<file path="config.mk">
export PLATFORM = sky130hd
export DESIGN_NAME = cmpchg_irq_ctrl
export DESIGN_NICKNAME = d
export VERILOG_FILES = /design/src/rtl/cmpchg_pkg.sv /design/src/rtl/cmpchg_sync.sv /design/src/rtl/cmpchg_regs.sv /design/src/rtl/cmpchg_chan.sv /design/src/rtl/cmpchg_irq_ctrl.sv
export SDC_FILE = /design/constraint.sdc
export NUM_CORES = 1
export LEC_CHECK = 0
export ABC_AREA = 1
export BUFFER_PORTS_ARGS = -buffer_cell sky130_fd_sc_hd__buf_4
export CORE_AREA = 2 2 45 47
export DETAILED_ROUTE_END_ITERATION = 10
export DIE_AREA = 0 0 47 49
export PLACE_DENSITY = 0.79
export SYNTH_ARGS = -nofsm -noshare
export SYNTH_HDL_FRONTEND = slang
export SYNTH_SLANG_ARGS = --single-unit
</file>
<file path="constraint.sdc">
create_clock -name clk -period 2 [get_ports clk]
set_clock_uncertainty 0.05 [all_clocks]
set_input_delay 0.1 -clock clk [delete_from_list [all_inputs] [get_ports clk]]
set_output_delay 0.1 -clock clk [all_outputs]
set_load 0.01 [all_outputs]
</file>
<file path="src/rtl/cmpchg_pkg.sv">
package cmpchg_pkg;
    localparam int NCH = 3;
    localparam int DW  = 8;
    localparam int AW  = 2;

    localparam int EN_LSB   = 0;
    localparam int STAT_LSB = 5;
    localparam int FLAG_LSB = 1;
    localparam int GE_BIT   = 7;
    localparam int PE_BIT   = 6;

    typedef enum logic [AW-1:0] {
        A_CTL  = 2'd0,
        A_FLAG = 2'd1,
        A_FEN  = 2'd2,
        A_GLB  = 2'd3
    } reg_addr_e;

    typedef struct packed {
        logic ctl_acc;
        logic ctl_wr;
        logic flag_wr;
        logic fen_wr;
        logic glb_wr;
    } bus_dec_t;

    function automatic logic [DW-1:0] place_bits(input logic [NCH-1:0] v, input int lsb);
        logic [DW-1:0] r;
        r = '0;
        for (int i = 0; i < NCH; i++) begin
            r[lsb + i] = v[i];
        end
        return r;
    endfunction
endpackage

</file>
<file path="src/rtl/cmpchg_sync.sv">
module cmpchg_sync #(
    parameter int W      = 3,
    parameter int STAGES = 2
) (
    input  logic         clk,
    input  logic         rst,
    input  logic [W-1:0] din,
    output logic [W-1:0] dout
);
    logic [W-1:0] stg [STAGES];

    always_ff @(posedge clk) begin
        if (rst) begin
            for (int s = 0; s < STAGES; s++) begin
                stg[s] <= '0;
            end
        end else begin
            stg[0] <= din;
            for (int s = 1; s < STAGES; s++) begin
                stg[s] <= stg[s-1];
            end
        end
    end

    assign dout = stg[STAGES-1];
endmodule

</file>
<file path="src/rtl/cmpchg_regs.sv">
module cmpchg_regs
    import cmpchg_pkg::*;
(
    input  logic           clk,
    input  logic           rst,
    input  logic           reg_rd,
    input  logic           reg_wr,
    input  logic [AW-1:0]  reg_addr,
    input  logic [DW-1:0]  reg_wdata,
    input  logic [NCH-1:0] sts,
    input  logic [NCH-1:0] flags,
    output bus_dec_t       dec,
    output logic [NCH-1:0] en,
    output logic [NCH-1:0] fen,
    output logic           pe,
    output logic           ge,
    output logic [DW-1:0]  rdata
);
    reg_addr_e a;
    assign a = reg_addr_e'(reg_addr);

    always_comb begin
        dec         = '0;
        dec.ctl_acc = (reg_rd | reg_wr) && (a == A_CTL);
        dec.ctl_wr  = reg_wr && (a == A_CTL);
        dec.flag_wr = reg_wr && (a == A_FLAG);
        dec.fen_wr  = reg_wr && (a == A_FEN);
        dec.glb_wr  = reg_wr && (a == A_GLB);
    end

    always_ff @(posedge clk) begin
        if (rst) begin
            en  <= '0;
            fen <= '0;
            pe  <= 1'b0;
            ge  <= 1'b0;
        end else begin
            if (dec.ctl_wr) en  <= reg_wdata[EN_LSB +: NCH];
            if (dec.fen_wr) fen <= reg_wdata[FLAG_LSB +: NCH];
            if (dec.glb_wr) begin
                pe <= reg_wdata[PE_BIT];
                ge <= reg_wdata[GE_BIT];
            end
        end
    end

    always_comb begin
        rdata = '0;
        case (a)
            A_CTL:  rdata = place_bits(sts, STAT_LSB) | place_bits(en, EN_LSB);
            A_FLAG: rdata = place_bits(flags, FLAG_LSB);
            A_FEN:  rdata = place_bits(fen, FLAG_LSB);
            default: begin
                rdata[GE_BIT] = ge;
                rdata[PE_BIT] = pe;
            end
        endcase
    end
endmodule

</file>
<file path="src/rtl/cmpchg_chan.sv">
module cmpchg_chan (
    input  logic clk,
    input  logic rst,
    input  logic sync_bit,
    input  logic en_bit,
    input  logic ctl_acc,
    input  logic flag_wr,
    input  logic wr_bit,
    output logic flag,
    output logic snap
);
    logic mism;
    // an access to the status register wins over a pending change
    assign mism = en_bit & (sync_bit ^ snap) & ~ctl_acc;

    always_ff @(posedge clk) begin
        if (rst) begin
            flag <= 1'b0;
            snap <= 1'b0;
        end else begin
            if (ctl_acc) snap <= sync_bit;
            if (flag_wr)   flag <= wr_bit | mism;
            else if (mism) flag <= 1'b1;
        end
    end
endmodule

</file>
<file path="src/rtl/cmpchg_irq_ctrl.sv">
module cmpchg_irq_ctrl
    import cmpchg_pkg::*;
#(
    parameter int SYNC_STAGES = 2
) (
    input  logic           clk,
    input  logic           rst,
    input  logic           reg_rd,
    input  logic           reg_wr,
    input  logic [AW-1:0]  reg_addr,
    input  logic [DW-1:0]  reg_wdata,
    output logic [DW-1:0]  reg_rdata,
    input  logic [NCH-1:0] cmp_in,
    output logic           irq
);
    logic [NCH-1:0] sync;
    logic [NCH-1:0] en;
    logic [NCH-1:0] fen;
    logic [NCH-1:0] flags;
    logic [NCH-1:0] snap;
    logic [NCH-1:0] sts;
    logic           pe;
    logic           ge;
    bus_dec_t       dec;

    cmpchg_sync #(.W(NCH), .STAGES(SYNC_STAGES)) u_sync (
        .clk  (clk),
        .rst  (rst),
        .din  (cmp_in),
        .dout (sync)
    );

    assign sts = sync & en;

    cmpchg_regs u_regs (
        .clk       (clk),
        .rst       (rst),
        .reg_rd    (reg_rd),
        .reg_wr    (reg_wr),
        .reg_addr  (reg_addr),
        .reg_wdata (reg_wdata),
        .sts       (sts),
        .flags     (flags),
        .dec       (dec),
        .en        (en),
        .fen       (fen),
        .pe        (pe),
        .ge        (ge),
        .rdata     (reg_rdata)
    );

    for (genvar g = 0; g < NCH; g++) begin : g_chan
        cmpchg_chan u_chan (
            .clk      (clk),
            .rst      (rst),
            .sync_bit (sync[g]),
            .en_bit   (en[g]),
            .ctl_acc  (dec.ctl_acc),
            .flag_wr  (dec.flag_wr),
            .wr_bit   (reg_wdata[FLAG_LSB + g]),
            .flag     (flags[g]),
            .snap     (snap[g])
        );
    end

    always_comb irq = pe & ge & (|(flags & fen));
endmodule

</file>
======== After elaboration in Yosys (flattened, before gate mapping) ========
Memories as Yosys holds them, arrays and structs flattened.
Index checks and enable logic that the tools add are counted.
Widths: inputs -> output; s select.
storage, ports and cells
  logic and storage cells ................. 59
  output and inout port bits .............. 9
  register bits ........................... 14
  memories ................................ 1
  bits in writable memories ............... 6
operators by class
  equality and inequality tests ........... 3
  mux-type cells .......................... 13
  reductions and logical operators ........ 11
  bitwise operators ....................... 21
memory list
  name        words  width  read ports  clocked after Yosys merged registers in  write ports  RTL line           RTL
  u_sync.stg  2      3      2           0                                        2            cmpchg_sync.sv:10  logic [W-1:0] stg [STAGES];
operators by type and width
  kind                count
  $pmux 6 s3          1
  $mux 1              9
  $and 1x1->1         8
  $or 8x3->8          1
  $and 3x3->3         2
  $mux 3              2
  $or 1x1->1          6
  $reduce_bool 2->1   3
  $logic_and 1x1->1   5
  $eq 2x2->1 const B  2
  $pmux 2 s2          1
  $reduce_or 3->1     1
  $xor 1x1->1         3
  $eq 2x1->1 const B  1
  $logic_not 2->1     1
  $reduce_or 2->1     1
  $not 1->1           1

======== Depth between registers and ports, before layout ========
Gate-level depths: netlist of run 1.
  depth in word-level cells ............... 6
  gate-level depth with buffers ........... 6
  gate-level depth less buffers ........... 5

======== By module ========
A second synthesis of run 1 with hierarchy kept.
unflattened totals
  cell total of the unflattened synthesis .. 164
  area total of the unflattened synthesis .. 1,021.0 µm²
by module, submodules not included
  module           times used  area an instance (µm²)  seq. area each (µm²)  cells each
  cmpchg_regs      1           483.0                   160.2                 84
  cmpchg_chan      3           98.8                    40.0                  15
  cmpchg_sync      1           187.7                   120.1                 21
  cmpchg_irq_ctrl  1           53.8                    0.0                   14

======== Worst setup path after synthesis of run 1 ========
No wires, ideal clock.
  kind .................................... input-to-reg
  start ................................... input port rst
  end ..................................... register u_regs.fen[0]
  arrival time ............................ 0.711 ns
  slack ................................... 1.169 ns
  cell stages on the path ................. 5
  setup time .............................. 0.070 ns
  cells stage by stage .................... buf_2 inv_1 clkbuf_1 o21ai_0 a21oi_1
RTL lines
  element               RTL line              RTL
  start, declared       cmpchg_irq_ctrl.sv:7  input logic rst,
  end signal, assigned  cmpchg_regs.sv:39     if (dec.fen_wr) fen <= reg_wdata[FLAG_LSB +: NCH];
  end, declared         cmpchg_regs.sv:14     output logic [NCH-1:0] fen,

==> results of run 1 <==
layer usage:
| metal | GRT usage (%) | share of wire, % | wire, µm | vias to the layer above |
|---|---|---|---|---|
| met5 | 0 | 0 | 0 | - |
| met4 | 10.2 | 1.7 | 33 | 0 |
| met3 | 2.59 | 6.0 | 120 | 2 |
| met2 | 34.0 | 50 | 995 | 39 |
| met1 | 25.3 | 42 | 844 | 407 |
| li1 | - | - | - | 483 |
registers in the layout (all words and copies together), names as in the netlist:
name	flops
u_regs.fen	3
u_sync.stg	6
u_regs.pe	1
u_regs.en	3
g_chan.u_chan.snap	3
g_chan.u_chan.flag	3
u_regs.ge	1
worst min-delay path, stage by stage:
cell	delay [ns]
buf_4	0.09
o21ai_0	0.08
nor2_1	0.07
layout make-up:
type / count / area [µm²] / area share (%)
Inverter: 28 / 105 / 8.63
Clock inverter: 1 / 30.0 / 2.47
Tap cell: 27 / 33.8 / 2.77
Timing Repair Buffer: 29 / 235 / 19.3
Sequential cell: 20 / 400 / 32.9
Clock buffer: 3 / 22.5 / 1.85
Multi-Input combinational cell: 85 / 390 / 32.1
cell families (layout without fill, tap and decap cells):
kind of cell | Yosys count | count (layout) | synth area share, %
simple gates | 58 | 58 | 26.0
buf+inv | 33 | 61 | 14.8
compound gates | 26 | 26 | 15.6
flops | 20 | 20 | 43.1
other cells | 1 | 1 | 0.404
power by group:
group | internal, mW | switching [mW]
Combinational | 0.0569 | 0.0639
Sequential | 0.420 | 0.0120
Clock | 0.203 | 0.131
synthesized netlist by cell type:
| master | instances |
|---|---|
| nand4_1 | 3 |
| inv_1 | 27 |
| conb_1 | 1 |
| nand3_1 | 7 |
| nor2_4 | 1 |
| o21ai_0 | 11 |
| dfxtp_1 | 20 |
| nand2_1 | 25 |
| buf_4 | 1 |
| o22ai_1 | 3 |
| nor2_1 | 22 |
| o21ai_2 | 1 |
| buf_6 | 1 |
| clkbuf_1 | 1 |
| buf_2 | 2 |
| inv_2 | 1 |
| o221ai_1 | 2 |
| a21oi_1 | 9 |
path summary, 6_finish.rpt:
kind                     from               endpoint  slack (ns)  cells past startpoint
max                       rst       u_sync.stg[0][0]        0.73                      4
min              reg_wdata[2]           u_regs.en[2]        0.02                      3
max reg2reg  u_sync.stg[0][3]  g_chan[0].u_chan.flag        1.13                      5
min reg2reg  u_sync.stg[0][2]       u_sync.stg[0][5]        0.36                      2
metrics by stage:
step / total power, mW / cells / cell area, µm²
finish: 0.886 / 193 / 1220
global route: 0.928 / 193 / 1220
CTS: 0.895 / 193 / 1220
detailed placement: 0.550 / 182 / 1090
global placement: 0.547 / 182 / 1090
floorplan: 0.509 / 138 / 928
==> impl_metrics.csv, run 1 <==
group,metric,value,unit
detailed_routing,drt_wl_total,1990,µm
cts,cts_tree,"built",
global_routing,grt_first_pass_wirelength,3530,µm
sta,fmax,787,MHz
detailed_routing,drc,0,
setup_path,arrival,1.49,ns
finish,utilization,66.1,%
setup_path,path_buf_inv,3,
sta,rsz0062_at_grt,"no",
detailed_routing,drtIter0Drc,32,
die,die_w,47,µm
die,core_area,1840,µm²
global_routing,grt_max_degree,13,
power,max-vdd-ir-drop,442,µV
cts,cts_htree_levels,1,
cts,cts.sinks,20,
finish,fillCellCount,168,
die,die_h,49,µm
setup_path,path_max_fanout,10,
detailed_routing,drtPass1Iterations,4,
cts,cts_root_buffer,"clkbuf_4",
die,initial_utilization,50.4,%
setup_path,critPathTopFamily,"buffers and inverters",
setup_path,worstPathRequired,2.22,ns
setup_path,slowest_stage,"dlygate4sd3_1",
min_path,hold_class,"input pin to flop",
setup_path,critPathCaptureType,"flop",
logic_synthesis,synth_top_area_share,43.1,%
setup_path,slowest_delay,0.55,ns
sta,hold_slack,0.0205,ns
global_routing,grt_overflow,0,
global_routing,grt_pass1_vias,900,
die,rows,16,
cts,clk_pin_slew,0.12,ns
logic_synthesis,syn-num-nets,155,
cts,insertion_delay,0.31,ns
power,power.leakage,0.572,nW
logic_synthesis,yosysWarnings,0,
logic_synthesis,synth-seq-cells,20,
detailed_routing,vias_per_cell,4.82,
detailed_routing,final_antenna_net_count,0,
detailed_routing,wl_per_cell,10.3,µm
logic_synthesis,yosysSeqAreaShare,43.1,%
placed_design,place_ws,0.993,ns
sta,setup_tns,0,ns
sta,min_period,1.27,ns
finish,final_common_cell,"inv_1",
logic_synthesis,syn_inst,138,
logic_synthesis,synth_area_leader_cell,"dfxtp_1",
setup_path,cp_cell_sequence,"dlygate4sd3_1 > buf_4 > nor2_1 > dlygate4sd3_1",
finish,drive_gt1_share,17.5,%
sta,fin_ws,0.730,ns
setup_path,cp_common_cell,"dlygate4sd3_1",
cts,numCtsBuffers,3,
placed_design,gp_congestion,0.888,
finish,area_growth,31.1,%
logic_synthesis,synth.distinct_cells,18,
setup_path,crit_type,"input pin to flop",
die,io_pins,26,
power,power_density,728,nW/µm²
sta,final_hold_viol_count,0,
finish,n_antenna_cell,0,
global_routing,track_usage,20.6,%
cts,cts_buffer_depth,2,
sta,drv_slew,0,
placed_design,place_hpwl,1450,µm
status,outcome,"finished, final reports clean",
die,die_area,2300,µm²
finish,final_cell_mix,"27 x inv_1, 25 x nand2_1, 22 x nor2_1, 22 x buf_4, 20 x dfxtp_1",
sta,setup_violations,0,
logic_synthesis,synth.avg_cell_area,6.73,µm²
finish,nets,184,
logic_synthesis,synthTopCellsByArea,"dfxtp_1 43%, inv_1 11%, nand2_1 10%",
run,drv_cap,0,
cts,ctsHoldBuffers,7,
sta,fin_crit_sh,63.5,%
cts,cts_setup_buffers,0,
detailed_routing,num_vias,931,
placed_design,io_buffers,22,
setup_path,crit_path_start_kind,"input pin",
global_routing,antenna_found_initial,0,
cts,ctsResizeCount,0,
logic_synthesis,syn_area,928,µm²
No activity file was read; power rests on OpenSTA's default activity.
==> run 2, diff against run 1 <==
--- a/config.mk
+++ b/config.mk
@@ -7,10 +7,10 @@
 export LEC_CHECK = 0
 export ABC_AREA = 1
 export BUFFER_PORTS_ARGS = -buffer_cell sky130_fd_sc_hd__buf_4
-export CORE_AREA = 2 2 45 47
+export CORE_AREA = 2 2 49 51
 export DETAILED_ROUTE_END_ITERATION = 10
-export DIE_AREA = 0 0 47 49
-export PLACE_DENSITY = 0.79
+export DIE_AREA = 0 0 51 53
+export PLACE_DENSITY = 0.7
 export SYNTH_ARGS = -nofsm -noshare
 export SYNTH_HDL_FRONTEND = slang
 export SYNTH_SLANG_ARGS = --single-unit
==> constraint.sdc (replaced) <==
create_clock -name clk -period 1.1 [get_ports clk]
set_clock_uncertainty 0.05 [all_clocks]
set_input_delay 0.055 -clock clk [delete_from_list [all_inputs] [get_ports clk]]
set_output_delay 0.055 -clock clk [all_outputs]
set_load 0.01 [all_outputs]
==> impl_metrics.csv, run 2 (synthesis results as in run 1) <==
group,metric,value,unit
detailed_routing,final_antenna_net_count,0,
sta,final_hold_viol_count,0,
power,power_density,1230,nW/µm²
run,drv_cap,0,
finish,final_cells,200,
setup_path,cp_cell_sequence,"nand2_2 > nand3_2 > nand3_2 > inv_2 > buf_6",
global_routing,track_usage,19.2,%
finish,n_antenna_cell,0,
cts,cts_htree_levels,1,
global_routing,grt_first_pass_wirelength,3830,µm
placed_design,gp_congestion,0.777,
cts,clk_pin_slew,0.12,ns
setup_path,crit_path_start_kind,"flop",
sta,drv_slew,0,
status,violations,"setup timing",
setup_path,arrival,1.03,ns
die,io_pins,26,
setup_path,path_max_fanout,2,
global_routing,grt_pass1_vias,985,
placed_design,place_hpwl,1560,µm
detailed_routing,drt_wl_total,2330,µm
cts,cts_tree,"built",
cts,numCtsBuffers,3,
sta,setup_violations,4,
detailed_routing,num_vias,981,
cts,insertion_delay,0.30,ns
die,core_area,2150,µm²
setup_path,slowest_stage,"dfxtp_2",
cts,cts_buffer_depth,2,
sta,fin_ws,-0.0397,ns
finish,top_register,"u_sync.stg",
status,outcome,"finished, violations left",
detailed_routing,vias_per_cell,4.91,
setup_path,critPathCaptureType,"primary output",
sta,rsz0062_at_grt,"yes",
cts,cts.sinks,20,
global_routing,antenna_found_initial,0,
setup_path,cp_common_cell,"nand3_2",
setup_path,path_buf_inv,2,
setup_path,slowest_delay,0.35,ns
die,die_w,51,µm
finish,nets,190,
sta,hold_slack,0.0000626,ns
die,die_area,2700,µm²
setup_path,reg2reg_setup_slack,0.22,ns
detailed_routing,wl_per_cell,11.7,µm
finish,final_cell_mix,"27 x buf_4, 22 x nor2_1, 21 x inv_1, 20 x nand2_1, 14 x dfxtp_2",
power,total_power,1.65,mW
power,power.leakage,0.619,nW
detailed_routing,drtPass1Iterations,4,
die,die_h,53,µm
detailed_routing,drc,0,
sta,min_period,1.14,ns
global_routing,grt_overflow,0,
cts,cts_root_buffer,"clkbuf_4",
finish,largest_register_ffs,6,
die,rows,17,
finish,utilization,62.3,%
sta,fmax,877,MHz
die,initial_utilization,43.2,%
detailed_routing,drtIter0Drc,28,
sta,fin_crit_sh,104,%
finish,drive_gt1_share,39.0,%
finish,final_common_cell,"buf_4",
power,max-vdd-ir-drop,914,µV
setup_path,crit_type,"flop to primary output",
min_path,hold_class,"input pin to flop",
finish,area_growth,44.2,%
setup_path,worstPathRequired,1.00,ns
placed_design,place_inst,183,
placed_design,io_buffers,22,
setup_path,critPathTopFamily,"flip-flops",
global_routing,grt_max_degree,13,
## run 2: where the power goes
group | switching [mW] | total (mW) | internal, mW
Combinational | 0.134 | 0.256 | 0.121
Sequential | 0.0260 | 0.795 | 0.769
Clock | 0.232 | 0.600 | 0.368
Total | 0.392 | 1.65 | 1.26
## run 2: path summary, 6_finish.rpt
path / from / end / cells past startpoint
setup / recovery: g_chan[2].u_chan.flag / irq / 5
hold / removal: reg_wdata[2] / u_regs.en[2] / 3
setup reg to reg: g_chan[1].u_chan.flag / g_chan[1].u_chan.flag / 5
hold reg to reg: u_sync.stg[0][0] / u_sync.stg[0][3] / 2
## run 2: metrics by stage
step | setup TNS (ns) | instance area [µm²] | setup WS (ns)
6_report | -0.0737 | 1340 | -0.0397
5_1_grt | -0.313 | 1340 | -0.0905
4_1_cts | -0.0397 | 1330 | -0.0147
3_5_place_dp | 0 | 1100 | 0.164
3_3_place_gp | 0 | 1100 | 0.195
2_1_floorplan | 0 | 928 | 0.314
## run 2: worst register-to-register path, stage by stage, from the launching register on
cell and delay [ns]:
dfxtp_2 0.36, inv_2 0.05, buf_4 0.12, nand2_1 0.05, nand2_1 0.05, a21oi_1 0.13
## run 2: routing by layer
| metal | track usage [%] | up-vias | part of all wire (%) |
|---|---|---|---|
| met4 | 10.8 | 0 | 1.9 |
| li1 | - | 495 | - |
| met1 | 19.4 | 444 | 41 |
| met2 | 37.0 | 36 | 52 |
| met5 | 0 | - | 0 |
| met3 | 3.11 | 6 | 5.1 |
## run 2: repair_timing
| item | CTS | global route |
|---|---|---|
| pin swaps | 7 | 5 |
| gates resized for setup | 26 | 7 |
| buffers inserted | 6 | 0 |
| endpoints found under the setup margin | 6 | 8 |
| hold buffers | 7 | 0 |
| hold endpoints to repair | 12 | 0 |
## run 2: final cells by class
| type | count | area, µm² |
|---|---|---|
| clock inverters | 1 | 30.0 |
| fillers | 192 | 810 |
| inverters | 28 | 105 |
| repair buffers | 35 | 284 |
| flip-flops and latches | 20 | 418 |
| multi-input cells | 85 | 444 |
| well taps | 28 | 35.0 |
| clock buffers | 3 | 22.5 |
==> run 3, diff against run 2 <==
--- a/config.mk
+++ b/config.mk
@@ -10,6 +10,8 @@
 export CORE_AREA = 2 2 49 51
 export DETAILED_ROUTE_END_ITERATION = 10
 export DIE_AREA = 0 0 51 53
+export HOLD_SLACK_MARGIN = 0.06
+export MAX_ROUTING_LAYER = met4
 export PLACE_DENSITY = 0.7
 export SYNTH_ARGS = -nofsm -noshare
 export SYNTH_HDL_FRONTEND = slang
==> impl_metrics.csv, run 3 (synthesis results as in run 1) <==
group,metric,value,unit
cts,cts_root_buffer,"clkbuf_4",
die,die_area,2700,µm²
die,io_pins,26,
global_routing,track_usage,20.0,%
status,violations,"setup timing",
cts,cts.sinks,20,
finish,top_register,"u_sync.stg",
setup_path,slowest_stage,"dfxtp_2",
sta,setup_violations,3,
sta,hold_slack,0.0782,ns
cts,insertion_delay,0.30,ns
power,power_density,1190,nW/µm²
power,power.leakage,0.637,nW
setup_path,critPathCaptureType,"primary output",
die,die_h,53,µm
finish,nets,194,
setup_path,path_max_fanout,2,
global_routing,grt_pass1_vias,996,
global_routing,met3_usage,3.11,%
placed_design,gp_congestion,0.787,
global_routing,use_met2,37.4,%
sta,fmax,886,MHz
sta,final_hold_viol_count,0,
finish,drive_gt1_share,37.5,%
global_routing,grt_most_used_layer,"met2",
status,outcome,"finished, violations left",
cts,cts_tree,"built",
setup_path,worstPathRequired,1.00,ns
sta,drv_slew,0,
finish,final_cell_mix,"27 x buf_4, 22 x inv_1, 22 x nor2_1, 20 x nand2_1, 14 x dfxtp_2",
setup_path,crit_path_start_kind,"flop",
finish,n_antenna_cell,0,
setup_path,cp_cell_sequence,"inv_1 > o221ai_2 > buf_4",
finish,fillCellCount,187,
detailed_routing,drc,0,
placed_design,place_hpwl,1560,µm
cts,numCtsBuffers,3,
run,drv_cap,0,
min_path,hold_start,"reg_addr[0]",
global_routing,grt_overflow,0,
finish,final_common_cell,"buf_4",
global_routing,antenna_found_initial,0,
global_routing,grt_first_pass_wirelength,3900,µm
sta,rsz0062_at_grt,"yes",
detailed_routing,final_antenna_net_count,0,
detailed_routing,drt_wl_total,2400,µm
power,max-vdd-ir-drop,917,µV
cts,cts_buffer_depth,2,
detailed_routing,vias_per_cell,4.86,
detailed_routing,num_vias,991,
cts,cts_htree_levels,1,
detailed_routing,drtPass1Iterations,5,
detailed_routing,drtIter0Drc,24,
die,die_w,51,µm
die,rows,17,
cts,clk_pin_slew,0.11,ns
detailed_routing,wl_per_cell,11.7,µm
setup_path,crit_type,"flop to primary output",
die,initial_utilization,43.2,%
setup_path,arrival,1.02,ns
min_path,hold_class,"input pin to flop",
placed_design,io_buffers,22,
global_routing,grt_max_degree,13,
sta,fin_crit_sh,103,%
setup_path,crit_start,"u_regs.fen[0]",
sta,fin_ws,-0.0284,ns
sta,min_period,1.13,ns
setup_path,critPathTopFamily,"flip-flops",
setup_path,path_buf_inv,2,
die,core_area,2150,µm²
setup_path,worstReg2RegStart,"u_sync.stg[0][4]",
finish,area_growth,49.3,%
setup_path,slowest_delay,0.35,ns
global_routing,use_met1,19.9,%
finish,largest_register_ffs,6,
sta,setup_tns,-0.0577,ns
run 3: cell types whose count changed in the layout (fill, tap and decap cells not counted), sizes merged:
cell,change
dlygate4sd3,+4
run 3: repair_timing:
item	CTS	global route
setup endpoints to repair	6	9
hold buffers	11	0
setup buffers	6	0
resized for setup	26	7
pin swaps	7	5
endpoints found under the hold margin	17	0
run 3: metrics by stage:
step	setup WS, ns	util (%)	instance area, µm²	power, mW	cells
2_1_floorplan	0.314	-	928	0.926	138
3_3_place_gp	0.195	51.0	1100	0.996	183
3_5_place_dp	0.164	51.0	1100	1.00	183
4_1_cts	-0.0147	63.7	1370	1.65	204
5_1_grt	-0.0903	64.5	1390	1.74	204
6_report	-0.0284	64.5	1390	1.66	204
run 3: final timing paths:
check,slack [ns],endpoint,cells past startpoint
max,-0.03,reg_rdata[1],3
min,0.08,u_regs.ge,3
max reg2reg,0.19,g_chan[1].u_chan.flag,5
min reg2reg,0.35,u_sync.stg[0][3],2
run 3: where the power goes:
| part | internal [mW] | leakage (nW) | switching [mW] |
|---|---|---|---|
| Combinational | 0.132 | 0.439 | 0.140 |
| Clock | 0.368 | 0.0279 | 0.222 |
| Sequential | 0.769 | 0.170 | 0.0257 |
| Total | 1.27 | 0.637 | 0.388 |
run 3: cell type report:
type	instances	area, µm²	share of cell area [%]
sequential	20	418	30.1
clock buffer	3	22.5	1.62
inverter	28	105	7.58
timing repair buffer	39	324	23.4
clock inverter	1	30.0	2.17
tap	28	35.0	2.53
multi-input combinational	85	452	32.6
run 3: layer usage:
metal | up-vias | part of all wire [%]
met5 | - | 0
met1 | 443 | 41
met2 | 36 | 52
met3 | 8 | 5.0
li1 | 504 | -
met4 | 0 | 2.0
run 3: worst reg2reg max path, cell delays in order (launching register included):
cell and delay (ns):
dfxtp_2 0.34, inv_1 0.11, nand2_1 0.07, nand2_1 0.06
nand3_1 0.08, a21oi_1 0.13
